## config.mk

```make
export PLATFORM = sky130hd
export DESIGN_NAME = adc_bus_ctrl
export DESIGN_NICKNAME = d
export VERILOG_FILES = /design/src/rtl/adc_bus_pkg.sv /design/src/rtl/adc_sync2.sv /design/src/rtl/adc_bus_seq.sv /design/src/rtl/adc_result_hold.sv /design/src/rtl/adc_bus_ctrl.sv
export SDC_FILE = /design/constraint.sdc
export NUM_CORES = 1
export LEC_CHECK = 0
export ABC_AREA = 1
export BUFFER_PORTS_ARGS = -buffer_cell sky130_fd_sc_hd__buf_2
export CAP_MARGIN = 20
export CORE_ASPECT_RATIO = 0.5
export CORE_MARGIN = 2
export CORE_UTILIZATION = 40
export DETAILED_ROUTE_END_ITERATION = 10
export PLACE_DENSITY = 0.61
export SYNTH_ARGS = -nofsm -noshare
export SYNTH_HDL_FRONTEND = slang
export SYNTH_SLANG_ARGS = --single-unit
```

## constraint.sdc

```tcl
create_clock -name clk_i -period 2.3 [get_ports clk_i]
set_clock_uncertainty 0.15 [all_clocks]
set_input_delay 0.345 -clock clk_i [delete_from_list [all_inputs] [get_ports clk_i]]
set_output_delay 0.345 -clock clk_i [all_outputs]
set_load 0.01 [all_outputs]
```

## src/rtl/adc_bus_pkg.sv

```systemverilog
package adc_bus_pkg;
  typedef enum logic [2:0] {
    ST_IDLE,
    ST_SETUP,
    ST_WR,
    ST_WAIT,
    ST_RD,
    ST_DONE
  } adc_st_e;

  localparam int unsigned SYNC_W = 3;
  localparam int unsigned SYNC_RDY = 0;
  localparam int unsigned SYNC_INT = 1;
  localparam int unsigned SYNC_OFL = 2;
endpackage

```

## src/rtl/adc_sync2.sv

```systemverilog
module adc_sync2 #(
  parameter int unsigned W = 1,
  parameter logic [W-1:0] RST_VAL = '1
) (
  input  logic         clk_i,
  input  logic         rst_ni,
  input  logic [W-1:0] d_i,
  output logic [W-1:0] q_o
);
  for (genvar i = 0; i < W; i++) begin : g_bit
    logic s1, s2;
    always_ff @(posedge clk_i or negedge rst_ni) begin
      if (!rst_ni) begin
        s1 <= RST_VAL[i];
        s2 <= RST_VAL[i];
      end else begin
        s1 <= d_i[i];
        s2 <= s1;
      end
    end
    assign q_o[i] = s2;
  end
endmodule

```

## src/rtl/adc_bus_seq.sv

```systemverilog
module adc_bus_seq
  import adc_bus_pkg::*;
#(
  parameter int unsigned SETUP_CYC   = 2,
  parameter int unsigned STROBE_CYC  = 2,
  parameter int unsigned TIMEOUT_CYC = 1000
) (
  input  logic clk_i,
  input  logic rst_ni,
  input  logic start_i,
  input  logic mode_wr_i,
  input  logic pend_i,
  input  logic rdy_s_i,
  input  logic int_s_ni,
  output logic cs_no,
  output logic rd_no,
  output logic wr_no,
  output logic cap_o,
  output logic err_o
);
  localparam int unsigned CMAX = (SETUP_CYC > STROBE_CYC) ? SETUP_CYC : STROBE_CYC;
  localparam int unsigned CW   = (CMAX > 1) ? $clog2(CMAX + 1) : 1;
  localparam int unsigned TW   = $clog2(TIMEOUT_CYC + 1);

  adc_st_e       st;
  logic [CW-1:0] cnt;
  logic [TW-1:0] tmo;
  logic          mode_q;
  logic          seen_lo;
  logic          done;

  // ready counts only after a low was observed, so a stale high is not a completion
  assign done = !int_s_ni || (!mode_q && seen_lo && rdy_s_i);

  always_ff @(posedge clk_i or negedge rst_ni) begin
    if (!rst_ni) begin
      st      <= ST_IDLE;
      cnt     <= '0;
      tmo     <= '0;
      mode_q  <= 1'b0;
      seen_lo <= 1'b0;
      err_o   <= 1'b0;
    end else begin
      unique case (st)
        ST_IDLE: begin
          if (start_i && !pend_i) begin
            mode_q <= mode_wr_i;
            err_o  <= 1'b0;
            cnt    <= CW'(SETUP_CYC - 1);
            st     <= ST_SETUP;
          end
        end
        ST_SETUP: begin
          if (cnt == '0) begin
            tmo     <= '0;
            seen_lo <= 1'b0;
            if (mode_q) begin
              cnt <= CW'(STROBE_CYC - 1);
              st  <= ST_WR;
            end else begin
              st <= ST_WAIT;
            end
          end else begin
            cnt <= cnt - 1'b1;
          end
        end
        ST_WR: begin
          if (cnt == '0) st <= ST_WAIT;
          else           cnt <= cnt - 1'b1;
        end
        ST_WAIT: begin
          if (!rdy_s_i) seen_lo <= 1'b1;
          if (done) begin
            if (mode_q) begin
              cnt <= CW'(STROBE_CYC - 1);
              st  <= ST_RD;
            end else begin
              st <= ST_DONE;
            end
          end else if (tmo == TW'(TIMEOUT_CYC - 1)) begin
            err_o <= 1'b1;
            st    <= ST_DONE;
          end else begin
            tmo <= tmo + 1'b1;
          end
        end
        ST_RD: begin
          if (cnt == '0) st <= ST_DONE;
          else           cnt <= cnt - 1'b1;
        end
        ST_DONE: begin
          // wait for the interrupt to clear so the next request sees no stale completion
          if (int_s_ni) st <= ST_IDLE;
        end
        default: st <= ST_IDLE;
      endcase
    end
  end

  assign cs_no = !(st inside {ST_SETUP, ST_WR, ST_WAIT, ST_RD});
  assign rd_no = !((st == ST_WAIT && !mode_q) || st == ST_RD);
  assign wr_no = !(st == ST_WR);
  assign cap_o = (st == ST_WAIT && !mode_q && done) || (st == ST_RD && cnt == '0);


  strobe_needs_cs_chk: assert property (@(posedge clk_i) disable iff (!rst_ni)
    (!rd_no || !wr_no) |-> !cs_no);

  pend_start_ignored_chk: assert property (@(posedge clk_i) disable iff (!rst_ni)
    (st == ST_IDLE && pend_i) |=> st == ST_IDLE);

  err_released_chk: assert property (@(posedge clk_i) disable iff (!rst_ni)
    err_o |-> (cs_no && rd_no && wr_no));

  tmo_bound_chk: assert property (@(posedge clk_i) disable iff (!rst_ni)
    (st == ST_WAIT) |-> (tmo < TW'(TIMEOUT_CYC)));

  no_wr_in_read_chk: assert property (@(posedge clk_i) disable iff (!rst_ni)
    (!mode_q && st != ST_IDLE) |-> wr_no);
endmodule

```

## src/rtl/adc_result_hold.sv

```systemverilog
module adc_result_hold #(
  parameter int unsigned DATA_W = 8
) (
  input  logic              clk_i,
  input  logic              rst_ni,
  input  logic              cap_i,
  input  logic [DATA_W-1:0] data_i,
  input  logic              ovf_i,
  input  logic              ready_i,
  output logic              valid_o,
  output logic [DATA_W-1:0] data_o,
  output logic              ovf_o
);
  always_ff @(posedge clk_i or negedge rst_ni) begin
    if (!rst_ni) begin
      valid_o <= 1'b0;
      data_o  <= '0;
      ovf_o   <= 1'b0;
    end else if (cap_i && !valid_o) begin
      valid_o <= 1'b1;
      data_o  <= data_i;
      ovf_o   <= ovf_i;
    end else if (valid_o && ready_i) begin
      valid_o <= 1'b0;
    end
  end


  result_hold_chk: assert property (@(posedge clk_i) disable iff (!rst_ni)
    (valid_o && !ready_i) |=> (valid_o && $stable(data_o) && $stable(ovf_o)));

  result_drop_chk: assert property (@(posedge clk_i) disable iff (!rst_ni)
    (valid_o && ready_i) |=> !valid_o);
endmodule

```

## src/rtl/adc_bus_ctrl.sv

```systemverilog
module adc_bus_ctrl
  import adc_bus_pkg::*;
#(
  parameter int unsigned DATA_W      = 8,
  parameter int unsigned SETUP_CYC   = 2,
  parameter int unsigned STROBE_CYC  = 2,
  parameter int unsigned TIMEOUT_CYC = 1000
) (
  input  logic              clk_i,
  input  logic              rst_ni,
  input  logic              start_i,
  input  logic              mode_wr_i,
  output logic              res_valid_o,
  input  logic              res_ready_i,
  output logic [DATA_W-1:0] res_data_o,
  output logic              res_ovf_o,
  output logic              err_o,
  output logic              adc_cs_no,
  output logic              adc_rd_no,
  output logic              adc_wr_no,
  input  logic              adc_rdy_i,
  input  logic              adc_int_ni,
  input  logic              adc_ofl_ni,
  input  logic [DATA_W-1:0] adc_db_i
);
  logic [SYNC_W-1:0] raw, syn;
  logic              cap;

  assign raw[SYNC_RDY] = adc_rdy_i;
  assign raw[SYNC_INT] = adc_int_ni;
  assign raw[SYNC_OFL] = adc_ofl_ni;

  adc_sync2 #(.W(SYNC_W), .RST_VAL('1)) u_sync (
    .clk_i (clk_i),
    .rst_ni(rst_ni),
    .d_i   (raw),
    .q_o   (syn)
  );

  adc_bus_seq #(
    .SETUP_CYC  (SETUP_CYC),
    .STROBE_CYC (STROBE_CYC),
    .TIMEOUT_CYC(TIMEOUT_CYC)
  ) u_seq (
    .clk_i    (clk_i),
    .rst_ni   (rst_ni),
    .start_i  (start_i),
    .mode_wr_i(mode_wr_i),
    .pend_i   (res_valid_o),
    .rdy_s_i  (syn[SYNC_RDY]),
    .int_s_ni (syn[SYNC_INT]),
    .cs_no    (adc_cs_no),
    .rd_no    (adc_rd_no),
    .wr_no    (adc_wr_no),
    .cap_o    (cap),
    .err_o    (err_o)
  );

  adc_result_hold #(.DATA_W(DATA_W)) u_res (
    .clk_i  (clk_i),
    .rst_ni (rst_ni),
    .cap_i  (cap),
    .data_i (adc_db_i),
    .ovf_i  (!syn[SYNC_OFL]),
    .ready_i(res_ready_i),
    .valid_o(res_valid_o),
    .data_o (res_data_o),
    .ovf_o  (res_ovf_o)
  );


  no_result_on_err_chk: assert property (@(posedge clk_i) disable iff (!rst_ni)
    $rose(err_o) |-> !$rose(res_valid_o));
endmodule

```

## Yosys cells after proc, flatten, opt, wreduce, memory -nomap -nowiden

Cells that the tools add are included.

| storage, ports and cells | value |
|---|---|
| ROM bits | 0 |
| memories kept | 0 |
| bits in writable memories | 0 |
| output and inout bits | 14 |
| bits of input ports | 16 |
| bits in latches | 0 |
| flip-flop bits (word level) | 34 |
| word-level logic and storage cells | 96 |

| cells by class | value |
|---|---|
| reduce and logical (&&, ||, !) cells | 32 |
| multiplexer cells | 29 |
| equality and inequality tests | 18 |
| div/mod/pow operators | 0 |
| add/sub/neg operators | 2 |
| shift-type cells | 0 |
| multiply operators | 0 |
| order comparisons | 0 |
| bitwise operators | 0 |

Operators with widths:

| operator | number |
|---|---|
| $mux 10 | 3 |
| $mux 3 | 7 |
| $pmux 10 s2 | 1 |
| $pmux 3 s6 | 1 |
| $ne 2x1->1 const B | 6 |
| $reduce_and 4->1 | 3 |
| $add 10x1->10 const B | 1 |
| $eq 10x10->1 const B | 1 |
| $mux 2 | 5 |
| $ne 2x2->1 const B | 5 |
| $mux 1 | 9 |
| $logic_and 1x1->1 | 8 |
| $pmux 2 s4 | 1 |
| $reduce_bool 4->1 | 2 |
| $logic_not 1->1 | 7 |
| $eq 3x2->1 const B | 2 |
| $eq 3x3->1 const B | 2 |
| $reduce_and 6->1 | 1 |
| $reduce_bool 2->1 | 3 |
| $pmux 1 s2 | 2 |
| $eq 3x1->1 const B | 1 |
| $logic_not 3->1 | 1 |
| $logic_or 1x1->1 | 3 |
| $ne 3x1->1 const B | 1 |
| 5 further kinds | 5 |

## Longest topological paths before layout

Gate-level depths: netlist of the first run.

| logic depth | value |
|---|---|
| word-level depth | 8 |
| depth in mapped cells | 9 |
| depth with buffers taken out | 9 |

## Hierarchy

Synthesis of the first run repeated with hierarchy kept, for this count alone.

| second synthesis, totals | value |
|---|---|
| cell total of the unflattened synthesis | 236 |
| area, all modules | 1846.8 sq um |

By module, submodules not included:

| module | sequential area each (sq um) | area each (sq um) | times used | cells an instance |
|---|---|---|---|---|
| adc_bus_seq | 450.4 | 1253.7 | 1 | 184 |
| adc_result_hold | 250.2 | 409.1 | 1 | 42 |
| adc_sync2 | 157.7 | 180.2 | 1 | 9 |
| adc_bus_ctrl | 0.0 | 3.8 | 1 | 1 |

## Worst setup path before layout of the first run

Ideal clock, no wire load.

| timing path | value |
|---|---|
| path type | register to register |
| from | register u_seq.tmo[0] |
| to | register u_seq.tmo[0] |
| required time | 2.073 ns |
| period minus slack after synthesis | 1.616 ns |
| cell stages (with the launch flop) | 9 |
| buffers on the path | 1 |
| library setup time | 0.077 ns |
| arrival | 1.389 ns |
| setup slack | 0.684 ns |
| cell sequence | dfrtp_1 -> ha_1 -> inv_1 -> nor2_1 -> nand3_1 -> o21ai_4 -> buf_6 -> nand2_1 -> o21ai_1 |

| on the way | value |
|---|---|
| longest elaborated chain between the ends | 4 |
| elaborated cells between the ends (all ways) | 7 |
| classes of those cells | 1 x add/sub; 2 x eq/ne; 3 x mux; 1 x reduce/logical |

RTL lines:

| what | line | text |
|---|---|---|
| start: declaration | adc_bus_seq.sv:27 | `logic [TW-1:0] tmo;` |
| start signal: assignment | adc_bus_seq.sv:84 | `tmo <= tmo + 1'b1;` |
| $add 10x1->10 | adc_bus_seq.sv:84 |  |
| $mux 10 | adc_bus_seq.sv:80 | `end else if (tmo == TW'(TIMEOUT_CYC - 1)) begin` |
| $mux 10 | adc_bus_seq.sv:73 | `if (done) begin` |
| $pmux 10 s2 | adc_bus_seq.sv:44 | `unique case (st)` |

Parallel ways exist; a longest one is shown, timed or not. The select of a mux whose other input is x is not followed.
A chain may end at the register's enable or synchronous reset.

## Worst setup path after layout of the first run

| timing path | value |
|---|---|
| from | register u_seq.st[1] |
| to | output port adc_cs_no |

| on the way | value |
|---|---|
| longest elaborated chain between the ends | 3 |
| elaborated cells between the ends (all ways) | 6 |
| classes of those cells | 4 x eq/ne; 2 x reduce/logical |

RTL lines:

| what | line | text |
|---|---|---|
| start: declaration | adc_bus_seq.sv:25 | `adc_st_e st;` |
| start signal: assignment | adc_bus_seq.sv:37 | `st <= ST_IDLE;` |
| start signal: assignment | adc_bus_seq.sv:50 | `st <= ST_SETUP;` |
| start signal: assignment | adc_bus_seq.sv:59 | `st <= ST_WR;` |
| $eq 3x1->1, or another cell as far along | adc_bus_seq.sv:100 | `assign cs_no = !(st inside {ST_SETUP, ST_WR, ST_WAIT, ST_RD});` |
| $reduce_bool 4->1 (*) | adc_bus_seq.sv:100 |  |
| $logic_not 1->1 (*) | adc_bus_seq.sv:100 |  |
| end: declaration | adc_bus_ctrl.sv:18 | `output logic adc_cs_no,` |

Every way passes the cells marked *; elsewhere a longest branch is shown, timed or not.

==> results of run 1 <==
-- synthesized netlist by cell type (all sizes together) --
cell and count:
a21oi 1, buf 2, dfrtp 28, clkbuf 1, nand2 89, a21boi 2, dfstp 6, xor2 3
nand3 28, nor2 26, o21a 2, nand3b 2, o211ai 1, nor3 2, ha 2, nand4 3
o21bai 2, o21ai 13, inv 21, xnor2 1
-- per-layer routing --
metal	part of all wire	up-vias
li1	-	821
met2	0.47	28
met3	0.040	2
met1	0.48	753
met5	0	-
met4	0.0048	0
-- through the flow --
| step | hold WS [ns] | setup WS [ns] |
|---|---|---|
| 2_1_floorplan | -0.1006 | 0.6841 |
| 3_3_place_gp | 0.1958 | 0.4957 |
| 3_5_place_dp | 0.1985 | 0.3996 |
| 4_1_cts | 0.002590 | 0.2208 |
| 5_1_grt | 0.1182 | 0.06482 |
| 6_report | 0.09353 | 0.2133 |
-- power by group --
group,internal (mW),leakage [nW],switching [mW],total [mW]
combinational,0.358,0.635,0.674,1.03
clock,0.462,0.0714,0.216,0.679
sequential,0.764,0.423,0.133,0.897
total,1.58,1.13,1.02,2.61
-- critical path: cells and delay by family, from the launching register on --
family          cells  cell delay (ns)
simple gates        2             0.31
compound gates      1             0.34
flops               1             0.50
buf+inv             2             0.17
-- final cells by class --
class,count,area share
inverters,21,0.03708
flip-flops and latches,34,0.3913
repair buffers,33,0.08443
clock inverters,2,0.02738
clock buffers,6,0.03765
multi-input cells,177,0.3896
well taps,57,0.03252
-- repair_timing --
action,in CTS,in global routing
hold buffers,2,2
hold endpoints to repair,15,2
resized for setup,0,0
setup buffers,0,0
-- registers in the layout, summed over array words and instances (netlist names) --
signal and count:
u_seq.st 3, u_sync.g_bit.s2 3, u_res.data_o 8, u_seq.cnt 2
u_seq.mode_q 1, u_seq.err_o 1, u_res.valid_o 1, u_seq.tmo 10
u_sync.g_bit.s1 3, u_seq.seen_lo 1, u_res.ovf_o 1
-- logic make-up (layout without fill, tap and decap cells) --
| kind of cell | count (synthesis) | in the layout |
|---|---|---|
| xor gates and xnor gates | 4 | 4 |
| AOI/OAI and AO/OA | 21 | 21 |
| DFF | 34 | 34 |
| buffers and inverters | 24 | 62 |
| adders and majority gates | 2 | 2 |
| and+or+nand+nor | 150 | 150 |
-- final timing paths --
kind / from / to / slack [ns]
setup / recovery: u_seq.st[1] / adc_cs_no / 0.21
hold / removal: res_ready_i / u_res.valid_o / 0.09
setup reg to reg: u_seq.tmo[0] / u_seq.tmo[3] / 0.38
hold reg to reg: u_sync.g_bit[1].s1 / u_sync.g_bit[1].s2 / 0.21
max in group asynchronous: rst_ni / u_seq.tmo[7] / 1.01
min in group asynchronous: rst_ni / u_res.data_o[6] / 0.51
==> qor.yml, run 1 <==
run_status:
  outcome: "finished clean"
min_path:
  hold_depth: 2
  hp-class: "in2reg"
synth:
  synth-xor-area-share: 0.01931
  synthTopCellsByArea: "dfrtp_1 (39%), nand2_1 (18%), dfstp_2 (8.7%)"
  yosysSeqAreaShare: 0.4731
  syn_inst: 235
  synthAdderAreaFrac: 0.01379
  netlist_area_um2: 1814
  yosysWarnings: 0
  netlist.area_leader.share: 0.3862
  synth_top_area_cell: "dfrtp_1"
  synthMuxAreaShare: 0
  synth-compound-area-share: 0.08000
  synth.distinct_cells: 28
  yosys.area_share.simple: 0.3579
  ys_ff_latch: 34
  postSynthNetCount: 253
  syn_area_per_cell_um2: 7.720
  synth_top_family_by_area: "simple AND/OR/NAND/NOR gates"
detailed_routing:
  wire_per_inst_um: 11.90
  antenna_left: 0
  dr.pass1.iters: 4
  via_per_inst: 4.861
  routed_wl_mm: 3.926
  drc: 0
  drt-initial-drc-count: 92
  via_count: 1604
clocking:
  cts_num_sinks: 34
  cts_tree: "yes"
  worstSkewPairLatency_ns: 0.28
  clock-root-buffer: "clkbuf_8"
  clkTransAtPathRegs_ns: 0.07
  htreeDepth: 2
  cts_buffer_depth: 2
  cts_inserted_buffers: 5
pwr:
  totalPowerFinal_mw: 2.608
  peakVddDrop_v: 0.0007055
  cellPowerDensity_nw_per_um2: 1189
  p_leak_nw: 1.130
cells_and_area:
  layout.nets: 290
  final_cell_area_um2: 2193
  final_common_cell: "nand2_1"
  diodes: 0
  regArea_um2: 858.3
  nFillCells: 447
  syn2layout_area_growth_pct: 20.90
  drive_gt1_frac: 0.1941
  finalNonFillerCells: 330
  final_cell_mix: "nand2_1 (85), buf_2 (29), nand3_1 (28), dfrtp_1 (28), nor2_1 (24)"
  fin_util: 0.5006
  multiInputGateArea_um2: 854.6
timing:
  clock.fmax_mhz: 479.2
  setup_viol: 0
  slew_viol_final: 0
  fin_crit_sh: 0.9073
  rsz0062_at_grt: "no"
  setup-tns-final_ns: 0
  period_minus_slack_ns: 2.087
  maxSlewHeadroom: 0.5026
  worst_pin_slew_ns: 0.7462
  finalHoldViolations: 0
flow_run:
  maxCapViolations: 0
worst_setup_path:
  cp.required_ns: 1.80
  cpMostUsedCell: "nand2_1"
  startpoint_type: "flip-flop"
  endpoint_kind: "primary output"
  slowest_delay_ns: 0.50
  crit_chain: "o21ai_0, nand2_1, nand2_1, inv_1, buf_2"
  path_class: "reg2out"
  cp_max_fo: 9
  cp_data_arrival_time_ns: 1.59
  cp_slowest_cell: "dfrtp_1"
  r2r.worst_path.cells: 8
floorplanning:
  coreArea_um2: 4382
  initial_core_util: 0.4140
  dieArea_um2: 5123
  rows: 17
  die_w_um: 99.24
  die_h_um: 51.62
  ios: 30
grt:
  grt.met1_usage: 0.2168
  grt_max_degree: 35
  grt_usage: 0.1759
  grt_pass1_vias: 1617
  grt_overflow: 0
  grt_first_pass_wirelength_mm: 7.113
  met2_usage: 0.3176
  use_met3: 0.04570
  grt-busiest-layer: "met2"
  antenna_found_initial: 0
placed_design:
  port_buffers: 29
  post-place-cells: 318
  placed_cell_area_um2: 2011
  hpwl_mm: 2.864
  gp_congestion: 0.8277
No activity file was read; power rests on OpenSTA's default activity.
==> inputs of run 2 (changes only) <==
- CORE_UTILIZATION: 40 -> 45
- PLACE_DENSITY: 0.61 -> 0.72
==> run 2 against run 1 <==
Against the previous run: cell count shrank 0.91%; power shrank 0.25%; cell area decreased by 0.17%; critical path depth is the same; die area down 10%; first-iteration DRC count down 13%; fmax grew 1.6%; via count down 0.19%; worst setup slack better by 0.032 ns; non-clock buffer count did not move; critical path type unchanged; count of clock-buffer cells in the layout unchanged.
==> qor.yml, run 2 (same netlist as run 1, synthesis figures left out) <==
detailed_routing:
  via_per_inst: 4.896  # +0.73%
  drc: 0  # unchanged
  drt-initial-drc-count: 80  # -13%
  via_count: 1601  # -0.19%
  routed_wl_mm: 3.766  # -4.1%
  antenna_left: 0  # unchanged
  dr.pass1.iters: 4  # unchanged
  wire_per_inst_um: 11.52  # -3.2%
clocking:
  cts_hold_buf: 4  # +2
  worstSkewPairLatency_ns: 0.29  # about the same
  clock-root-buffer: "clkbuf_8"
  clkTransAtPathRegs_ns: 0.07  # about the same
  cts_buffer_depth: 2  # unchanged
  post_cts.repair.setup_buffers: 0  # unchanged
  cts_resized: 0  # unchanged
  cts_tree: "yes"
  htreeDepth: 2  # unchanged
  cts_num_sinks: 34  # unchanged
  cts_inserted_buffers: 5  # unchanged
placed_design:
  gp_congestion: 0.8602  # +3.9%
  port_buffers: 29  # unchanged
  hpwl_mm: 2.690  # -6.1%
pwr:
  pwr-share-clk: 0.263  # +0.003
  p_leak_nw: 1.130  # unchanged
  p_sw_mw: 1.017  # -0.64%
  cellPowerDensity_nw_per_um2: 1188  # about the same
  peakVddDrop_v: 0.0006431  # -8.9%
  p_int_mw: 1.584  # about the same
  swShare: 0.3911  # -0.001563
  totalPowerFinal_mw: 2.601  # -0.25%
  p_seq_frac: 0.346  # +0.002
  combPwrFrac: 0.391  # -0.005
floorplanning:
  die_w_um: 93.80  # -5.5%
  initial_core_util: 0.4671  # +0.05309
  die_h_um: 48.90  # -5.3%
  ios: 30  # unchanged
  rows: 16  # -1
  coreArea_um2: 3884  # -11%
  dieArea_um2: 4587  # -10%
grt:
  grt_max_degree: 35  # unchanged
  antenna_found_initial: 0  # unchanged
  grt_usage: 0.1955  # +0.01961
  grt_pass1_vias: 1575  # -2.6%
  grt_first_pass_wirelength_mm: 7.031  # -1.2%
  grt_overflow: 0  # unchanged
run_status:
  outcome: "finished clean"
worst_setup_path:
  crit_chain: "o21ai_0, nand2_1, nand2_1, inv_1, buf_2"
  cp_max_fo: 9  # unchanged
  endpoint_kind: "primary output"
  cpMostUsedCell: "nand2_1"
  slowest_delay_ns: 0.48  # -0.02 ns
  path_class: "reg2out"
  path_buf_inv: 2  # unchanged
  cp.required_ns: 1.80  # about the same
  startpoint_type: "flip-flop"
  cp_data_arrival_time_ns: 1.56  # -0.03 ns
  path_delay_family: "flip-flops"
  cp_slowest_cell: "dfrtp_1"
cells_and_area:
  layout.nets: 290  # unchanged
  reg.largest.list: "u_seq.tmo: 10 flops, u_res.data_o: 8 flops"
  syn2layout_area_growth_pct: 20.69
  drive_gt1_frac: 0.1941  # unchanged
  final_cell_mix: "nand2_1 (85), buf_2 (29), nand3_1 (28), dfrtp_1 (28), nor2_1 (24)"
  nFillCells: 359  # -20%
  diodes: 0  # unchanged
  top_register: "u_seq.tmo"
  multiInputGateArea_um2: 854.6  # unchanged
  final_common_cell: "nand2_1"
  largest_reg_flops: 10  # unchanged
  regArea_um2: 858.3  # unchanged
timing:
  slew_viol_final: 0  # unchanged
  clock.fmax_mhz: 486.8  # +1.6%
  setup_viol: 0  # unchanged
  maxSlewHeadroom: 0.5150  # +0.01241
  worst_pin_slew_ns: 0.7276  # -0.01861 ns
  rsz0062_at_grt: "no"
  fin_crit_sh: 0.8932  # -0.01408
  finalHoldViolations: 0  # unchanged
  setup-tns-final_ns: 0  # unchanged
  period_minus_slack_ns: 2.054  # -0.03237 ns
flow_run:
  maxCapViolations: 0  # unchanged
min_path:
  hp-class: "in2reg"
run 2: cell counts in the layout (fill, tap and decap cells not counted):
No cell type changed its count.
run 2: stage by stage:
step	hold WS (ns)	util	setup WS (ns)	instances	cell area [um2]
after floorplan	-0.1006	-	0.6841	235	1814
after global placement	0.1961	0.5168	0.5057	315	2007
after detailed placement	0.1998	0.5168	0.3800	315	2007
after CTS	0.08494	0.5638	0.2480	327	2190
after global routing	0.07738	0.5638	0.09006	327	2190
final	0.08686	0.5638	0.2456	327	2190
run 2: power by group through the flow:
stage          registers (mW)  logic, mW  clock network [mW]
2_1_floorplan           0.910      0.735                   0
3_3_place_gp            0.899      0.995                   0
3_5_place_dp            0.905       1.02                   0
4_1_cts                 0.898       1.02               0.690
5_1_grt                 0.925       1.20               0.726
6_report                0.899       1.02               0.685
run 2: path summary, 6_finish.rpt:
path                       cells past startpoint                from  slack, ns                 end
setup reg to reg                               8        u_seq.tmo[0]       0.34        u_seq.tmo[3]
setup / recovery                               5         u_seq.st[1]       0.25           adc_cs_no
hold / removal                                 2         res_ready_i       0.09       u_res.valid_o
hold reg to reg                                0  u_sync.g_bit[1].s1       0.21  u_sync.g_bit[1].s2
max in group asynchronous                      2              rst_ni       1.02        u_seq.tmo[7]
min in group asynchronous                      2              rst_ni       0.50         u_res.ovf_o
run 2: cell type report:
cell class | instances | area share
Tap cell | 54 | 0.03086
Clock buffer | 6 | 0.03771
Clock inverter | 2 | 0.02743
Sequential cell | 34 | 0.3920
Multi-Input combinational cell | 177 | 0.3903
Inverter | 21 | 0.03714
Timing Repair Buffer | 33 | 0.08457
run 2: metal layers:
metal | GRT usage | vias up | wire length, um
li1 | - | 825 | -
met1 | 0.2642 | 712 | 1792
met2 | 0.2917 | 56 | 1648
met3 | 0.05719 | 8 | 243
met4 | 0.08937 | 0 | 82
met5 | 0 | - | 0
==> inputs of run 3 (changes only) <==
- ABC_AREA: 1 -> unset
==> run 3 against run 2 <==
Against the previous run: register-to-register slack lost 0.08 ns; sequential share of layout area grew 2.2 points; count of clock-buffer cells in the layout shrank 1; non-clock buffer count grew 5; critical path depth grew 1; sequential cell count is the same; routed wire length shrank 9.3%.
==> qor.yml, run 3 <==
cells_and_area:
  reg.largest.list: "u_seq.tmo: 10 flops, u_res.data_o: 8 flops"
  final_cell_mix: "buf_2 (29), dfrtp_1 (28), a21oi_1 (11), mux2_2 (9), nor2_1 (7)"
  syn2layout_area_growth_pct: 20.30
  nFillCells: 290  # -19%
  final_cell_area_um2: 2076  # -5.2%
  final_common_cell: "buf_2"
  top_register: "u_seq.tmo"
  diodes: 0  # unchanged
  largest_reg_flops: 10  # unchanged
  layout.nets: 207  # -29%
  drive_gt1_frac: 0.3421  # +0.1480
timing:
  rsz0062_at_grt: "no"
  setup_ws_ns: 0.2640  # +0.01837 ns
  period_minus_slack_ns: 2.036  # -0.01837 ns
  finalHoldViolations: 0  # unchanged
  slew_viol_final: 0  # unchanged
  fin_crit_sh: 0.8852  # -0.007988
  setup_viol: 0  # unchanged
  worst_pin_slew_ns: 0.7081  # -0.01949 ns
  maxSlewHeadroom: 0.5280  # +0.01299
  clock.fmax_mhz: 491.2  # +0.90%
  setup-tns-final_ns: 0  # unchanged
floorplanning:
  die_w_um: 91.57  # -2.4%
  coreArea_um2: 3547  # -8.7%
  ios: 30  # unchanged
  initial_core_util: 0.4864  # +0.01928
  rows: 15  # -1
  die_h_um: 47.79  # -2.3%
  dieArea_um2: 4376  # -4.6%
pwr:
  cellPowerDensity_nw_per_um2: 1152  # -3.1%
  peakVddDrop_v: 0.0006696  # +4.1%
  p_leak_nw: 0.9273  # -18%
clocking:
  cts_hold_buf: 4  # unchanged
  worstSkewPairLatency_ns: 0.28  # about the same
  cts_tree: "yes"
  clock-root-buffer: "clkbuf_8"
  htreeDepth: 2  # unchanged
  cts_buffer_depth: 2  # unchanged
  post_cts.repair.setup_buffers: 0  # unchanged
  cts_inserted_buffers: 5  # unchanged
  clkTransAtPathRegs_ns: 0.07  # about the same
  cts_num_sinks: 34  # unchanged
  cts_resized: 0  # unchanged
detailed_routing:
  routed_wl_mm: 3.414  # -9.3%
  via_count: 1318  # -18%
  drc: 0  # unchanged
  dr.pass1.iters: 4  # unchanged
  antenna_left: 0  # unchanged
  drt-initial-drc-count: 81  # +1.3%
  via_per_inst: 5.469  # +12%
  wire_per_inst_um: 14.17  # +23%
worst_setup_path:
  cp.required_ns: 2.36  # +0.56 ns
  worstReg2RegStart: "u_seq.cnt[0]"
  rr_endpoint: "u_seq.tmo[3]"
  crit_start: "u_seq.cnt[0]"
  r2r.worst_path.cells: 6  # -2
  r2r_setup_slack_ns: 0.26  # -0.08 ns
  endpoint_kind: "flip-flop"
  endpoint: "u_seq.tmo[3]"
  startpoint_type: "flip-flop"
  cp_data_arrival_time_ns: 2.10  # +0.54 ns
  cp_max_fo: 16  # +7
  path_class: "reg2reg"
grt:
  grt_first_pass_wirelength_mm: 5.775  # -18%
  grt_usage: 0.1752  # -0.02029
  antenna_found_initial: 0  # unchanged
  grt_overflow: 0  # unchanged
  grt_max_degree: 35  # unchanged
  grt_pass1_vias: 1271  # -19%
placed_design:
  placed_cell_area_um2: 1922  # -4.2%
  pre_cts_slack_ns: 0.3024  # -0.07760 ns
  port_buffers: 29  # unchanged
  hpwl_mm: 2.355  # -12%
  gp_congestion: 0.8345  # -3.0%
flow_run:
  maxCapViolations: 0  # unchanged
synth:
  yosysWarnings: 0  # unchanged
  ys_ff_latch: 34  # unchanged
  syn_inst: 152  # -35%
  synth_top_area_cell: "dfrtp_1"
  ys_async_sr_fraction: 1.000  # unchanged
  synth_commonest_cells: "dfrtp_1 (28), a21oi_1 (11), mux2_2 (9)"
  yosysSeqAreaShare: 0.4975  # +0.02436
  yosysMostFrequentCell: "dfrtp_1"
  synth.distinct_cells: 50  # +79%
  syn_area_per_cell_um2: 11.35  # +47%
  synthFlopType: "dfrtp_1"
  postSynthNetCount: 170  # -33%
  synth_edf_count: 0  # unchanged
  netlist_area_um2: 1725  # -4.9%
  netlist.area_leader.share: 0.4061  # +0.01988
  synthTopCellsByArea: "dfrtp_1 (41%), dfstp_2 (9.1%), mux2_2 (5.9%)"
run_status:
  outcome: "finished clean"
min_path:
  hp-class: "in2reg"
  hold_depth: 2  # unchanged
[run 3: cell types whose count changed after synthesis, moves of 6 or more]
cell and delta:
a21oi_1 +10, inv_1 -14, mux2_2 +9, nand2_1 -80, nand3_1 -23, nor2_1 -17
o21ai_1 -6, o31ai_1 +6, or4_1 +6
[run 3: worst min-delay path by stage]
stage | from | end
after global placement | u_sync.g_bit[0].s1 | u_sync.g_bit[0].s2
after floorplan | rst_ni | u_res.data_o[0]
final | res_ready_i | u_res.valid_o
after global routing | res_ready_i | u_res.valid_o
after detailed placement | u_sync.g_bit[1].s1 | u_sync.g_bit[1].s2
after CTS | res_ready_i | u_res.valid_o
[run 3: logic make-up (layout without fill, tap and decap cells)]
logic type,count (synthesis),count (layout),share of synthesized area
xor+xnor,3,3,0.01523
buf+inv,13,51,0.03988
compound gates,42,42,0.1740
mux,10,10,0.06454
flops,34,34,0.4975
fa+ha+maj,2,2,0.01450
simple gates,48,48,0.1943
[run 3: area by class of cell]
type	instances	area, um2	area share
multi-input combinational	105	798.3	0.3846
clock inverter	3	45.04	0.02170
inverter	5	18.77	0.009042
clock buffer	5	68.82	0.03315
timing repair buffer	38	222.7	0.1073
tap	51	63.81	0.03074
sequential	34	858.3	0.4135
[run 3: report_power, final]
group          total [mW]  switching [mW]  internal [mW]
combinational       0.886           0.452          0.433
clock               0.550           0.228          0.322
sequential          0.955           0.181          0.773
total                2.39           0.862           1.53
[run 3: metrics by stage]
stage / util / total power [mW] / hold slack (ns) / cells
2_1_floorplan: - / 1.570 / -0.1006 / 152
3_3_place_gp: 0.5418 / 1.809 / 0.1956 / 229
3_5_place_dp: 0.5418 / 1.847 / 0.1978 / 229
4_1_cts: 0.5852 / 2.410 / 0.06785 / 241
5_1_grt: 0.5852 / 2.566 / 0.08522 / 241
6_report: 0.5852 / 2.391 / 0.07584 / 241
[run 3: routing by layer]
layer / global-route usage / wire length, um / vias up
met1: 0.2052 / 1581 / 637
met2: 0.3206 / 1617 / 31
met5: 0 / 0 / -
li1: - / - / 646
met4: 0.07879 / 38 / 0
met3: 0.04882 / 176 / 4
[run 3: critical path, stage by stage, from the launching register on]
cell	delay, ns
dfrtp_1	0.39
inv_1	0.07
ha_1	0.29
and4bb_2	0.32
a31oi_4	0.09
or4_1	0.51
a21oi_1	0.15
